`src/rtl/ostg_pkg.sv`:
```
package ostg_pkg;

  typedef enum logic [1:0] {
    DIR_IDLE = 2'd0,
    DIR_UP   = 2'd1,
    DIR_DOWN = 2'd2
  } ramp_dir_e;

  typedef struct packed {
    logic go_up;
    logic go_dn;
  } ramp_start_t;

  localparam int unsigned NUM_FLAGS = 2;
  localparam int unsigned FLAG_UP   = 0;
  localparam int unsigned FLAG_DN   = 1;

endpackage

```
`src/rtl/ostg_edge_trig.sv`:
```
module ostg_edge_trig
  import ostg_pkg::*;
(
  input  logic        clk,
  input  logic        rst_n,
  input  logic        stage_sb,
  input  logic        chip_sb,
  output ramp_start_t start
);

  logic sb_q;
  logic chip_q;

  // Both history bits reset to the standby state.
  always_ff @(posedge clk or negedge rst_n) begin
    if (!rst_n) begin
      sb_q   <= 1'b1;
      chip_q <= 1'b1;
    end else begin
      sb_q   <= stage_sb;
      chip_q <= chip_sb;
    end
  end

  // Up: the stage leaves standby, or the chip leaves standby while the stage is powered.
  assign start.go_up = !chip_sb && !stage_sb && (sb_q || chip_q);
  // Down: the stage enters standby while the chip is awake.
  assign start.go_dn = !chip_sb && stage_sb && !sb_q;

endmodule

```
`src/rtl/ostg_stepper.sv`:
```
module ostg_stepper
  import ostg_pkg::*;
#(
  parameter int unsigned GAIN_W = 5
) (
  input  logic              clk,
  input  logic              rst_n,
  input  ramp_start_t       start,
  input  logic              tick,
  input  logic              sleep_req,
  input  logic              chip_sb,
  input  logic [GAIN_W-1:0] gain,
  output logic [GAIN_W-1:0] level,
  output logic              fin_up,
  output logic              fin_dn
);

  localparam logic [GAIN_W-1:0] LVL_ZERO = '0;

  // Move one code toward the target, or hold when already there.
  function automatic logic [GAIN_W-1:0] step_toward(
    input logic [GAIN_W-1:0] cur,
    input logic [GAIN_W-1:0] tgt
  );
    if (cur < tgt)      return cur + 1'b1;
    else if (cur > tgt) return cur - 1'b1;
    else                return cur;
  endfunction

  ramp_dir_e         dir_q;
  logic [GAIN_W-1:0] lvl_q;
  logic [GAIN_W-1:0] target;
  logic [GAIN_W-1:0] nxt;
  logic              advance;

  assign target  = (dir_q == DIR_UP) ? gain : LVL_ZERO;
  assign nxt     = step_toward(lvl_q, target);
  // A start in the same cycle takes priority over a tick.
  assign advance = tick && !sleep_req && !chip_sb && !start.go_up &&
                   !start.go_dn && (dir_q != DIR_IDLE);
  assign fin_up  = advance && (dir_q == DIR_UP)   && (nxt == gain);
  assign fin_dn  = advance && (dir_q == DIR_DOWN) && (nxt == LVL_ZERO);

  always_ff @(posedge clk or negedge rst_n) begin
    if (!rst_n) begin
      lvl_q <= LVL_ZERO;
      dir_q <= DIR_IDLE;
    end else if (chip_sb) begin
      lvl_q <= LVL_ZERO;
      dir_q <= DIR_IDLE;
    end else if (start.go_up) begin
      dir_q <= DIR_UP;
    end else if (start.go_dn) begin
      dir_q <= DIR_DOWN;
    end else if (advance) begin
      lvl_q <= nxt;
      if (fin_up || fin_dn) dir_q <= DIR_IDLE;
    end
  end

  assign level = lvl_q;

endmodule

```
`src/rtl/ostg_flags.sv`:
```
module ostg_flags
  import ostg_pkg::*;
(
  input  logic                 clk,
  input  logic                 rst_n,
  input  logic [NUM_FLAGS-1:0] set_i,
  input  logic [NUM_FLAGS-1:0] clr_i,
  output logic [NUM_FLAGS-1:0] flag_o
);

  for (genvar i = 0; i < NUM_FLAGS; i++) begin : g_flag
    logic f_q;
    // When a set and a clear land together, the set wins.
    always_ff @(posedge clk or negedge rst_n) begin
      if (!rst_n)        f_q <= 1'b0;
      else if (set_i[i]) f_q <= 1'b1;
      else if (clr_i[i]) f_q <= 1'b0;
    end
    assign flag_o[i] = f_q;
  end

endmodule

```
`src/rtl/ostg_ramp_seq.sv`:
```
module ostg_ramp_seq
  import ostg_pkg::*;
#(
  parameter int unsigned GAIN_W = 5
) (
  input  logic              clk,
  input  logic              rst_n,
  input  logic              stage_sb,
  input  logic              chip_sb,
  input  logic              sleep_req,
  input  logic [GAIN_W-1:0] gain_code,
  input  logic              ramp_tick,
  input  logic              clr_up,
  input  logic              clr_dn,
  output logic              up_done,
  output logic              dn_done,
  output logic [GAIN_W-1:0] ramp_level
);

  ramp_start_t          start;
  logic                 go_up;
  logic                 go_dn;
  logic                 fin_up;
  logic                 fin_dn;
  logic [NUM_FLAGS-1:0] flag_set;
  logic [NUM_FLAGS-1:0] flag_clr;
  logic [NUM_FLAGS-1:0] flags;

  ostg_edge_trig trig_i (
    .clk      (clk),
    .rst_n    (rst_n),
    .stage_sb (stage_sb),
    .chip_sb  (chip_sb),
    .start    (start)
  );

  // Start events, named for the checker.
  assign go_up = start.go_up;
  assign go_dn = start.go_dn;

  ostg_stepper #(.GAIN_W(GAIN_W)) step_i (
    .clk       (clk),
    .rst_n     (rst_n),
    .start     (start),
    .tick      (ramp_tick),
    .sleep_req (sleep_req),
    .chip_sb   (chip_sb),
    .gain      (gain_code),
    .level     (ramp_level),
    .fin_up    (fin_up),
    .fin_dn    (fin_dn)
  );

  assign flag_set[FLAG_UP] = fin_up;
  assign flag_set[FLAG_DN] = fin_dn;
  assign flag_clr[FLAG_UP] = clr_up;
  assign flag_clr[FLAG_DN] = clr_dn;

  ostg_flags flags_i (
    .clk    (clk),
    .rst_n  (rst_n),
    .set_i  (flag_set),
    .clr_i  (flag_clr),
    .flag_o (flags)
  );

  assign up_done = flags[FLAG_UP];
  assign dn_done = flags[FLAG_DN];

endmodule

```
`config.mk`:
```
export PLATFORM = sky130hd
export DESIGN_NAME = ostg_ramp_seq
export DESIGN_NICKNAME = d
export VERILOG_FILES = /design/src/rtl/ostg_pkg.sv /design/src/rtl/ostg_edge_trig.sv /design/src/rtl/ostg_stepper.sv /design/src/rtl/ostg_flags.sv /design/src/rtl/ostg_ramp_seq.sv
export SDC_FILE = /design/constraint.sdc
export NUM_CORES = 1
export LEC_CHECK = 0
export BUFFER_PORTS_ARGS = -buffer_cell sky130_fd_sc_hd__buf_2
export CORE_UTILIZATION = 32
export CTS_CLUSTER_DIAMETER = 150
export CTS_CLUSTER_SIZE = 30
export DETAILED_ROUTE_END_ITERATION = 12
export HOLD_SLACK_MARGIN = 0.05
export SKIP_CTS_REPAIR_TIMING = 1
export SYNTH_ARGS = -nofsm -noshare
export SYNTH_HDL_FRONTEND = slang
export SYNTH_SLANG_ARGS = --single-unit
export TNS_END_PERCENT = 10
```
`constraint.sdc`:
```
create_clock -name clk -period 2.5 [get_ports clk]
set_clock_uncertainty 0.05 [all_clocks]
set_input_delay 0.125 -clock clk [delete_from_list [all_inputs] [get_ports clk]]
set_output_delay 0.125 -clock clk [all_outputs]
set_load 0.05 [all_outputs]
```
Word-level counts from Yosys, hierarchy flattened --
Index checks and enable logic that the tools add are counted.
Storage, ports and cells: bits in registers 11, word-level logic and storage cells 61, output and inout port bits 7
Operators by class: $lt $le $gt $ge 2, mux-type cells 16, add/subtract/negate cells 2, reduce and logical (&&, ||, !) cells 30, equality and inequality tests 5
Operators by type and width (count):
- $mux W5 | 7
- $logic_and A1 B1 Y1 | 13
- $mux W2 | 5
- $reduce_bool A2 Y1 | 4
- $reduce_bool A4 Y1 | 2
- $logic_not A1 Y1 | 6
- $add A5 B1 Y5 const B | 1
- $eq A5 B5 Y1 | 1
- $gt A5 B5 Y1 | 1
- $logic_not A5 Y1 | 1
- $lt A5 B5 Y1 | 1
- $sub A5 B1 Y5 const B | 1
- $mux W1 | 4
- $ne A2 B2 Y1 const B | 2
- $reduce_and A3 Y1 | 1
- $eq A2 B1 Y1 const B | 1
- $eq A2 B2 Y1 const B | 1
- $logic_or A1 B1 Y1 | 2
- $reduce_and A2 Y1 | 1

Depth between registers and ports, before layout --
Gate-level depths: netlist of the first run.
word-level depth 15, mapped depth 13

Cells and area by module --
A second synthesis of the first run with hierarchy kept.
Unflattened totals: cell total of the unflattened synthesis 127, area total of the unflattened synthesis 1142.3 µm²
By module, submodules not included:
- ostg_stepper | times used 1, area an instance 975.9 µm², cells an instance 114, sequential area each 175.2 µm²
- ostg_flags | times used 1, area an instance 87.6 µm², cells an instance 8, sequential area each 50.0 µm²
- ostg_edge_trig | times used 1, area an instance 78.8 µm², cells an instance 5, sequential area each 52.6 µm²

Worst setup path after synthesis of the first run --
Ideal clock, no wire load.
path kind register to register, from register step_i.lvl_q[1] (netlist: step_i.level[1]), to register step_i.dir_q[0], arrival time 2552 ps, path buffers 1, path slack -233 ps, cell stages (with the launch flop) 10, cells stage by stage dfrtp_1 > ha_1 > and4_4 > buf_6 > a2111oi_4 > a21oi_2 > a2111oi_2 > and4_1 > a31o_1 > a21oi_1
On the way: longest elaborated chain between the ends 8, elaborated cells between the ends (all ways) 13
Ends and longest elaborated chain:
- start: declaration | line ostg_stepper.sv:31 | logic [GAIN_W-1:0] lvl_q;
- start signal: assignment | line ostg_stepper.sv:56 | lvl_q <= nxt;
- $sub A5 B1 Y5 or $gt A5 B5 Y1 (tied branches) | line ostg_stepper.sv:26 | else if (cur > tgt) return cur - 1'b1;
- $mux W5 | line ostg_stepper.sv:26
- $mux W5 (*) | line ostg_stepper.sv:25 | if (cur < tgt) return cur + 1'b1;
- $eq A5 B5 Y1 or $logic_not A5 Y1 (tied branches) | line ostg_stepper.sv:41, ostg_stepper.sv:42
- $logic_and A1 B1 Y1 (on tied branches) | line ostg_stepper.sv:41, ostg_stepper.sv:42
- $logic_or A1 B1 Y1 (*) | line ostg_stepper.sv:57 | if (fin_up || fin_dn) dir_q <= DIR_IDLE;
- $reduce_bool A4 Y1 (no source line) (*)
- $reduce_and A2 Y1 (no source line) (*)
- end signal: assignment | line ostg_stepper.sv:47 | dir_q <= DIR_IDLE;
- end signal: assignment | line ostg_stepper.sv:50 | dir_q <= DIR_IDLE;
- end signal: assignment | line ostg_stepper.sv:57
- end: declaration | line ostg_stepper.sv:30 | ramp_dir_e dir_q;
Mark *: on every way between the ends. The rest lies on a longest branch, timed or not. A chain may end at the register's enable or synchronous reset.

Final worst setup path of the first run --
from register step_i.dir_q[1], to register step_i.dir_q[0]
On the way: longest elaborated chain between the ends 10, elaborated cells between the ends (all ways) 19
Ends and longest elaborated chain:
- start signal: assignment | line ostg_stepper.sv:47
- start signal: assignment | line ostg_stepper.sv:50
- start signal: assignment | line ostg_stepper.sv:52 | dir_q <= DIR_UP;
- $eq A2 B1 Y1 | line ostg_stepper.sv:36, ostg_stepper.sv:41
- $mux W5 | line ostg_stepper.sv:36 | assign target = (dir_q == DIR_UP) ? gain : LVL_ZERO;
- $gt A5 B5 Y1 | line ostg_stepper.sv:26
- $mux W5 | line ostg_stepper.sv:26
- $mux W5 | line ostg_stepper.sv:25
- $eq A5 B5 Y1 or $logic_not A5 Y1 (tied branches) | line ostg_stepper.sv:41, ostg_stepper.sv:42
- $logic_and A1 B1 Y1 (on tied branches) | line ostg_stepper.sv:41, ostg_stepper.sv:42
- $logic_or A1 B1 Y1 | line ostg_stepper.sv:57
- $reduce_bool A4 Y1 (no source line)
- $reduce_and A2 Y1 (no source line) (*)
Marked as above.

==> impl_metrics.env, run 1 <==
export IMPL_antenna_cells=0
export IMPL_core_area_sq_um=3150
export IMPL_setup_ws_ns=-0.207
export IMPL_rows=20
export IMPL_ios=20
export IMPL_post_route_min_period_ns=2.71
export IMPL_detailed_place_area_sq_um=1440
export IMPL_status="finished with violations"
export IMPL_synth_area_leaders="dfrtp_1 20%, ha_1 7.9%, xnor2_1 7.1%"
export IMPL_nets=197
export IMPL_arrival_ns=2.80
export IMPL_drc=0
export IMPL_fin_hold_ws_ns=0.104
export IMPL_area_growth_pct=45.2
export IMPL_finalHoldViolCount=0
export IMPL_power_density_nw_per_um2=426
export IMPL_synth_ff_latch_count=11
export IMPL_grt_max_degree=12
export IMPL_syn_nets=145
export IMPL_max_freq_mhz=369
export IMPL_synth_edf_count=0
export IMPL_drv_slew=0
export IMPL_antenna_found_initial=0
export IMPL_cts_buffers=3
export IMPL_postSynthCellCount=125
export IMPL_vias=1157
export IMPL_placedCellCount=209
export IMPL_cts_clk_slew_worst_paths_ns=0.07
export IMPL_fill_cells=316
export IMPL_synthTopCellsByCount="9 x dfrtp_1, 9 x nand2_1, 9 x xnor2_1"
export IMPL_start_kind="flip-flop"
export IMPL_port_buffers=19
export IMPL_yosysSeqAreaShare_pct=25.1
export IMPL_fin_cells=220
export IMPL_ant_nets=0
export IMPL_die_area_sq_um=3700
export IMPL_cp_data_required_time_ns=2.60
export IMPL_layout_drive_gt1_share_pct=45.5
export IMPL_setup_violations_final=3
export IMPL_ir_worst_vdd_mv=0.310
export IMPL_p_leak_nw=0.701
export IMPL_failed_checks="negative setup slack"
export IMPL_wl_per_cell_um=15.3
export IMPL_viasPerCell=5.26
export IMPL_grt_overflow=0
export IMPL_dp_hpwl_um=2510
export IMPL_finalSetupTns_ns=-0.425
export IMPL_synth_area_per_cell_sq_um=8.85
export IMPL_holdCritPathClass="input pin to flip-flop"
export IMPL_fin_util_pct=51.0
export IMPL_yosys_area_top_type="dfrtp_1"
export IMPL_grt_pass1_vias=1064
export IMPL_preCtsSetupSlack_ns=-0.180
export IMPL_syn_cell_area_sq_um=1110
export IMPL_async_flop_share_pct=100
export IMPL_worstSkewPairLatency_ns=0.26
export IMPL_root_buffer="clkbuf_4"
export IMPL_dr_pass1_iters=4
export IMPL_fp_dieH_um=60.8
export IMPL_path_class="flip-flop to flip-flop"
export IMPL_ys_types=45
export IMPL_initial_core_util_pct=35.1
export IMPL_totalWireLength_um=3360
export IMPL_relSlewSlack_pct=73.4
export IMPL_clkSinkCount=11
export IMPL_grt_usage_pct=19.1
export IMPL_ys_flop_type="dfrtp_1"
export IMPL_min_period_over_period_pct=108
export IMPL_synth_warnings=0
export IMPL_htreeDepth=1
export IMPL_cts_tree="done"
export IMPL_clk_path_buf_depth=2
export IMPL_routabilityCongestion=0.967
export IMPL_path_max_fanout=6
export IMPL_cap_violations=0
export IMPL_rsz0062_at_grt="yes"
export IMPL_power_mw=0.684
export IMPL_fin_area_sq_um=1610
export IMPL_die_x_um=60.8
export IMPL_endpoint_kind="flip-flop"
export IMPL_grt_pass1_wl_um=5120
export IMPL_worstMarginPinSlew_ns=0.398
export IMPL_drtIter0Drc=77
export IMPL_synth_top_area_share_pct=20.4
==> state kept, by name, summed over array words and instances (netlist names) <==
name	cells
flags_i.g_flag.f_q	2
trig_i.chip_q	1
trig_i.sb_q	1
step_i.dir_q	2
step_i.level	5
==> critical path, stage by stage, from the launching register on <==
cell       delay (ns)
dfrtp_1          0.41
nor2_4           0.16
nand2_2          0.10
ha_4             0.24
and4_4           0.22
a2111oi_4        0.33
buf_4            0.19
a21oi_4          0.04
a2111oi_2        0.36
and4_1           0.29
a31o_1           0.16
a21oi_1          0.05
==> routing by layer <==
metal | wire length, um | GRT usage, % | part of all wire, %
met1 | 1490 | 26.9 | 44
met2 | 1610 | 30.8 | 48
met3 | 184 | 0.853 | 5.5
met4 | 71 | 7.79 | 2.1
met5 | 0 | 0 | 0
==> area by class of cell <==
type	instances	area (sq um)	area share (%)
clock buffers	4	26.3	1.64
flip-flops and latches	11	284	17.7
well taps	44	55.1	3.43
inverters	7	26.3	1.64
repair buffers	53	360	22.4
multi-input cells	101	855	53.2
==> layout by cell type (no fill, tap or decap), types with 4 or more instances in the layout <==
master         count
buf_4             30
buf_2             19
xnor2_1            9
nand2_1            8
inv_1              6
nor2b_1            6
a21oi_1            6
nand3_1            5
nand2b_1           5
dfrtp_2            5
o21ai_0            4
ha_4               4
dfrtp_1            4
dlygate4sd3_1      4
==> logic make-up (layout without fill, tap and decap cells) <==
kind of cell | count (synthesis) | after routing | share of synthesized area [%]
multiplexers | 5 | 5 | 4.75
flip-flops | 11 | 11 | 25.1
AO/OA/AOI/OAI | 35 | 35 | 25.1
XOR/XNOR | 11 | 11 | 9.96
AND/OR/NAND/NOR | 43 | 43 | 21.9
buffers and inverters | 13 | 64 | 5.20
adder cells (fa/ha/maj) | 7 | 7 | 7.92
==> where the power goes <==
| group | total, mW | internal (mW) | switching (mW) |
|---|---|---|---|
| clock network | 0.119 | 0.0617 | 0.0574 |
| logic | 0.376 | 0.195 | 0.181 |
| registers | 0.189 | 0.185 | 0.00406 |
| total | 0.684 | 0.442 | 0.242 |
==> final timing paths <==
path | end | depth (start not counted) | slack [ns] | start
min in group asynchronous | flags_i.g_flag[1].f_q$_DFFE_PN0P_ | 2 | 0.20 | rst_n
max in group asynchronous | trig_i.sb_q$_DFF_PN1_ | 2 | 1.94 | rst_n
hold / removal | flags_i.g_flag[1].f_q$_DFFE_PN0P_ | 3 | 0.10 | clr_dn
hold reg to reg | flags_i.g_flag[0].f_q$_DFFE_PN0P_ | 2 | 0.46 | flags_i.g_flag[0].f_q$_DFFE_PN0P_
setup reg to reg | step_i.dir_q[0]$_DFFE_PN0P_ | 11 | -0.21 | step_i.dir_q[1]$_DFFE_PN0P_
setup / recovery | step_i.dir_q[0]$_DFFE_PN0P_ | 11 | -0.21 | step_i.dir_q[1]$_DFFE_PN0P_
Note: power is estimated with default switching activity, not from simulation.
==> run 2, diff against run 1 <==
--- a/config.mk
+++ b/config.mk
@@ -11,6 +11,7 @@
 export CTS_CLUSTER_SIZE = 30
 export DETAILED_ROUTE_END_ITERATION = 12
 export HOLD_SLACK_MARGIN = 0.05
+export RECOVER_POWER = 25
 export SKIP_CTS_REPAIR_TIMING = 1
 export SYNTH_ARGS = -nofsm -noshare
 export SYNTH_HDL_FRONTEND = slang
==> impl_metrics.env, run 2 (synthesized netlist as in run 1, its figures left out) <==
export IMPL_min_from="clr_dn"
export IMPL_min_to="flags_i.g_flag[1].f_q$_DFFE_PN0P_"
export IMPL_wl_per_cell_um=15.4
export IMPL_largest_reg_flops=5
export IMPL_layout_commonest_cell="buf_4"
export IMPL_clkSinkCount=11
export IMPL_post_route_min_period_ns=2.72
export IMPL_reg2reg_to="step_i.dir_q[0]$_DFFE_PN0P_"
export IMPL_dr_pass1_iters=4
export IMPL_port_buffers=19
export IMPL_drc=0
export IMPL_cts_clk_slew_worst_paths_ns=0.07
export IMPL_die_x_um=60.8
export IMPL_fp_dieH_um=60.8
export IMPL_initial_core_util_pct=35.1
export IMPL_max_freq_mhz=367
export IMPL_cp_slowest_cell="dfrtp_1"
export IMPL_drv_slew=0
export IMPL_drtIter0Drc=77
export IMPL_worstMarginPinSlew_ns=0.589
export IMPL_routabilityCongestion=0.967
export IMPL_grt_usage_pct=19.1
export IMPL_htreeDepth=1
export IMPL_setup_violations_final=3
export IMPL_preCtsSetupSlack_ns=-0.180
export IMPL_totalWireLength_um=3390
export IMPL_holdCritPathClass="input pin to flip-flop"
export IMPL_clk_path_buf_depth=2
export IMPL_arrival_ns=2.83
export IMPL_path_max_fanout=6
export IMPL_start_kind="flip-flop"
export IMPL_rows=20
export IMPL_fin_cells=220
export IMPL_rsz0062_at_grt="yes"
export IMPL_ir_worst_vdd_mv=0.321
export IMPL_vias=1165
export IMPL_cp_data_required_time_ns=2.60
export IMPL_cap_violations=0
export IMPL_cpPeakStageDelay_ns=0.41
export IMPL_failed_checks="negative setup slack"
export IMPL_relSlewSlack_pct=60.7
export IMPL_grt_pass1_vias=1064
export IMPL_nets=197
export IMPL_reg2reg_depth=11
export IMPL_root_buffer="clkbuf_4"
export IMPL_core_area_sq_um=3150
export IMPL_path_class="flip-flop to flip-flop"
export IMPL_grt_max_degree=12
export IMPL_r2r_slack_ns=-0.22
export IMPL_p_leak_nw=0.699
export IMPL_min_period_over_period_pct=109
export IMPL_cts_buffers=3
export IMPL_area_growth_pct=45.1
export IMPL_power_density_nw_per_um2=428
export IMPL_ios=20
export IMPL_finalHoldViolCount=0
export IMPL_worstSkewPairLatency_ns=0.27
export IMPL_viasPerCell=5.30
export IMPL_fin_util_pct=50.9
export IMPL_grt_pass1_wl_um=5120
export IMPL_ant_nets=0
export IMPL_path_cells="nor2_4, nand2_2, ha_4, and4_4, a2111oi_4, buf_4, a21oi_4, a2111oi_2, and4_1, a31o_1, a21oi_1"
export IMPL_antenna_found_initial=0
export IMPL_r2r_start="step_i.dir_q[1]$_DFFE_PN0P_"
export IMPL_hold_path_depth=3
export IMPL_endpoint_kind="flip-flop"
export IMPL_mostFrequentLayoutCells="30 x buf_4, 18 x buf_2, 9 x xnor2_1"
export IMPL_grt_overflow=0
export IMPL_cts_tree="done"
export IMPL_layout_drive_gt1_share_pct=44.9
export IMPL_status="finished with violations"
export IMPL_dp_hpwl_um=2510
export IMPL_placedCellCount=209
export IMPL_antenna_cells=0
export IMPL_die_area_sq_um=3700
export IMPL_fin_hold_ws_ns=0.103
export IMPL_setup_ws_ns=-0.224
[run 2: final cells by class]
type	instances	area (sq um)
well taps	44	55.1
flip-flops and latches	11	284
fillers	317	1550
multi-input cells	101	855
clock buffers	4	26.3
repair buffers	53	359
inverters	7	26.3
[run 2: metal layers]
metal / GRT usage [%] / vias to the layer above / share of wire [%]
met1: 26.9 / 560 / 45
met2: 30.8 / 37 / 47
met3: 0.853 / 8 / 5.6
met5: 0 / - / 0
li1: - / 560 / -
met4: 7.79 / 0 / 2.1
[run 2: per-stage QoR]
step | setup TNS, ns | instance area, sq um | total power [mW]
after CTS | -0.627 | 1470 | 0.646
after floorplan | -0.0209 | 1120 | 0.395
after global placement | -0.255 | 1440 | 0.517
after detailed placement | -0.499 | 1440 | 0.521
final | -0.461 | 1610 | 0.687
after global routing | -1.16 | 1610 | 0.727
[run 2: where the power goes]
part / leakage (nW) / total (mW) / internal [mW] / switching, mW
Combinational: 0.547 / 0.376 / 0.195 / 0.181
Clock: 0.0150 / 0.123 / 0.0617 / 0.0608
Sequential: 0.137 / 0.189 / 0.185 / 0.00405
[run 2: worst max-delay path by stage]
stage / slack [ns] / from / depth (start not counted) / to
after global routing: -0.29 / step_i.dir_q[1]$_DFFE_PN0P_ / 11 / step_i.dir_q[0]$_DFFE_PN0P_
after floorplan: -0.02 / step_i.dir_q[1]$_DFFE_PN0P_ / 11 / step_i.dir_q[0]$_DFFE_PN0P_
after CTS: -0.21 / step_i.dir_q[0]$_DFFE_PN0P_ / 11 / step_i.dir_q[0]$_DFFE_PN0P_
after detailed placement: -0.18 / step_i.dir_q[0]$_DFFE_PN0P_ / 11 / step_i.dir_q[0]$_DFFE_PN0P_
final: -0.22 / step_i.dir_q[1]$_DFFE_PN0P_ / 11 / step_i.dir_q[0]$_DFFE_PN0P_
after global placement: -0.11 / step_i.dir_q[0]$_DFFE_PN0P_ / 11 / step_i.dir_q[0]$_DFFE_PN0P_
[run 2: worst max-delay path, delay by kind of cell, from the launching register on]
| family | cells | cell delay [ns] |
|---|---|---|
| AO/OA/AOI/OAI | 5 | 0.94 |
| AND/OR/NAND/NOR | 4 | 0.78 |
| flip-flops | 1 | 0.41 |
| adder cells (fa/ha/maj) | 1 | 0.24 |
| buffers and inverters | 1 | 0.19 |
==> run 3, diff against run 2 <==
==> constraint.sdc (replaced) <==
create_clock -name clk -period 3 [get_ports clk]
set_clock_uncertainty 0.05 [all_clocks]
set_input_delay 0.15 -clock clk [delete_from_list [all_inputs] [get_ports clk]]
set_output_delay 0.15 -clock clk [all_outputs]
set_load 0.05 [all_outputs]
==> impl_metrics.env, run 3 (synthesized netlist as in run 1, its figures left out) <==
export IMPL_status="completed"
export IMPL_ant_nets=0
export IMPL_ios=20
export IMPL_cap_violations=0
export IMPL_port_buffers=19
export IMPL_cts_tree="done"
export IMPL_met2_length_um=1340
export IMPL_area_growth_pct=25.9
export IMPL_largest_reg_flops=5
export IMPL_wl_per_cell_um=14.1
export IMPL_worstSkewPairLatency_ns=0.27
export IMPL_die_x_um=60.8
export IMPL_clkSinkCount=11
export IMPL_die_area_sq_um=3700
export IMPL_antenna_found_initial=0
export IMPL_r2r_start="step_i.dir_q[0]$_DFFE_PN0P_"
export IMPL_routabilityCongestion=0.944
export IMPL_layout_commonest_cell="buf_2"
export IMPL_relSlewSlack_pct=60.8
export IMPL_totalWireLength_um=2850
export IMPL_ir_worst_vdd_mv=0.211
export IMPL_preCtsSetupSlack_ns=0.00377
export IMPL_vias=1079
export IMPL_arrival_ns=2.93
export IMPL_p_leak_nw=0.617
export IMPL_fin_area_sq_um=1390
export IMPL_start_kind="flip-flop"
export IMPL_setup_violations_final=0
export IMPL_htreeDepth=1
export IMPL_finalHoldViolCount=0
export IMPL_clk_path_buf_depth=2
export IMPL_core_area_sq_um=3150
export IMPL_cts_buffers=3
export IMPL_cp_depth=12
export IMPL_drc=0
export IMPL_holdCritPathClass="input pin to flip-flop"
export IMPL_worstMarginPinSlew_ns=0.588
export IMPL_grt_pass1_wl_um=4820
export IMPL_cp_slowest_cell="a2111oi_2"
export IMPL_fin_util_pct=44.2
export IMPL_layout_drive_gt1_share_pct=30.2
export IMPL_max_freq_mhz=352
export IMPL_min_from="clr_up"
export IMPL_hold_path_depth=2
export IMPL_setup_ws_ns=0.163
export IMPL_mostFrequentLayoutCells="18 x buf_2, 14 x buf_4, 9 x nand2_1, 9 x xnor2_1, 9 x dfrtp_1"
export IMPL_viasPerCell=5.32
export IMPL_drv_slew=0
export IMPL_power_density_nw_per_um2=354
export IMPL_reg2reg_depth=12
export IMPL_drt_met1_wl_um=1320
export IMPL_fp_dieH_um=60.8
export IMPL_rsz0062_at_grt="no"
export IMPL_path_class="flip-flop to flip-flop"
export IMPL_drtIter0Drc=38
export IMPL_top_layer="met4"
export IMPL_grt_usage_pct=17.8
export IMPL_cp_top_family="compound AO/OA/AOI/OAI gates"
export IMPL_critPathBufInv=2
export IMPL_grt_max_degree=12
export IMPL_detailed_place_area_sq_um=1330
export IMPL_cts_clk_slew_worst_paths_ns=0.06
export IMPL_cp_data_required_time_ns=3.09
export IMPL_endpoint_kind="flip-flop"
export IMPL_crit_start="step_i.dir_q[0]$_DFFE_PN0P_"
export IMPL_rows=20
export IMPL_path_max_fanout=7
export IMPL_path_cells="inv_1, nor2_4, nand2_1, ha_1, and4_4, a2111oi_4, buf_4, a21oi_2, a2111oi_2, and4_1, a31o_1, a21oi_1"
export IMPL_grt_pass1_vias=1033
export IMPL_route_met3_wl_um=137
export IMPL_cpPeakStageDelay_ns=0.38
export IMPL_root_buffer="clkbuf_4"
export IMPL_antenna_cells=0
export IMPL_grt_overflow=0
export IMPL_dp_hpwl_um=2320
export IMPL_initial_core_util_pct=35.1
export IMPL_min_period_over_period_pct=94.6
export IMPL_nets=180
export IMPL_post_route_min_period_ns=2.84
export IMPL_dr_pass1_iters=4
-- run 3: cell count changes in the layout (fill, tap and decap cells not counted), sizes merged --
cell | previous run | this run
buf | 48 | 32
dlygate4sd3 | 4 | 3
-- run 3: final cells by class --
class / count / area [sq um]
well taps: 44 / 55.1
fillers: 350 / 1760
repair buffers: 36 / 229
inverters: 7 / 26.3
flip-flops and latches: 11 / 278
clock buffers: 4 / 26.3
multi-input cells: 101 / 778
-- run 3: path summary, 6_finish.rpt --
path / end / slack (ns)
min reg2reg: flags_i.g_flag[1].f_q$_DFFE_PN0P_ / 0.46
max in group asynchronous: step_i.dir_q[0]$_DFFE_PN0P_ / 2.18
max reg2reg: step_i.dir_q[0]$_DFFE_PN0P_ / 0.16
min: flags_i.g_flag[0].f_q$_DFFE_PN0P_ / 0.04
max: step_i.dir_q[0]$_DFFE_PN0P_ / 0.16
min in group asynchronous: flags_i.g_flag[1].f_q$_DFFE_PN0P_ / 0.34
-- run 3: routing by layer --
| metal | up-vias | track usage (%) |
|---|---|---|
| li1 | 527 | - |
| met3 | 8 | 1.49 |
| met2 | 35 | 30.1 |
| met1 | 509 | 23.6 |
| met4 | 0 | 6.49 |
| met5 | - | 0 |
-- run 3: through the flow --
stage | std cells | power [mW] | TNS, ns | hold WS (ns)
after detailed placement | 196 | 0.390 | 0 | -0.0197
after global routing | 203 | 0.524 | 0 | 0.0506
after CTS | 200 | 0.492 | -0.00688 | -0.313
after floorplan | 125 | 0.325 | 0 | -0.196
final | 203 | 0.493 | 0 | 0.0391
after global placement | 196 | 0.390 | 0 | -0.0171
-- run 3: power breakdown --
group | internal [mW] | switching, mW | leakage (nW)
clock | 0.0515 | 0.0471 | 0.0150
combinational | 0.110 | 0.128 | 0.457
sequential | 0.154 | 0.00298 | 0.145
-- run 3: worst register-to-register path, delay by kind of cell, from the launching register on --
kind	cells	cell delay, ns
and+or+nand+nor	4	0.72
DFF	1	0.35
buffers and inverters	2	0.30
AOI/OAI and AO/OA	5	1.00
adders and majority gates	1	0.29
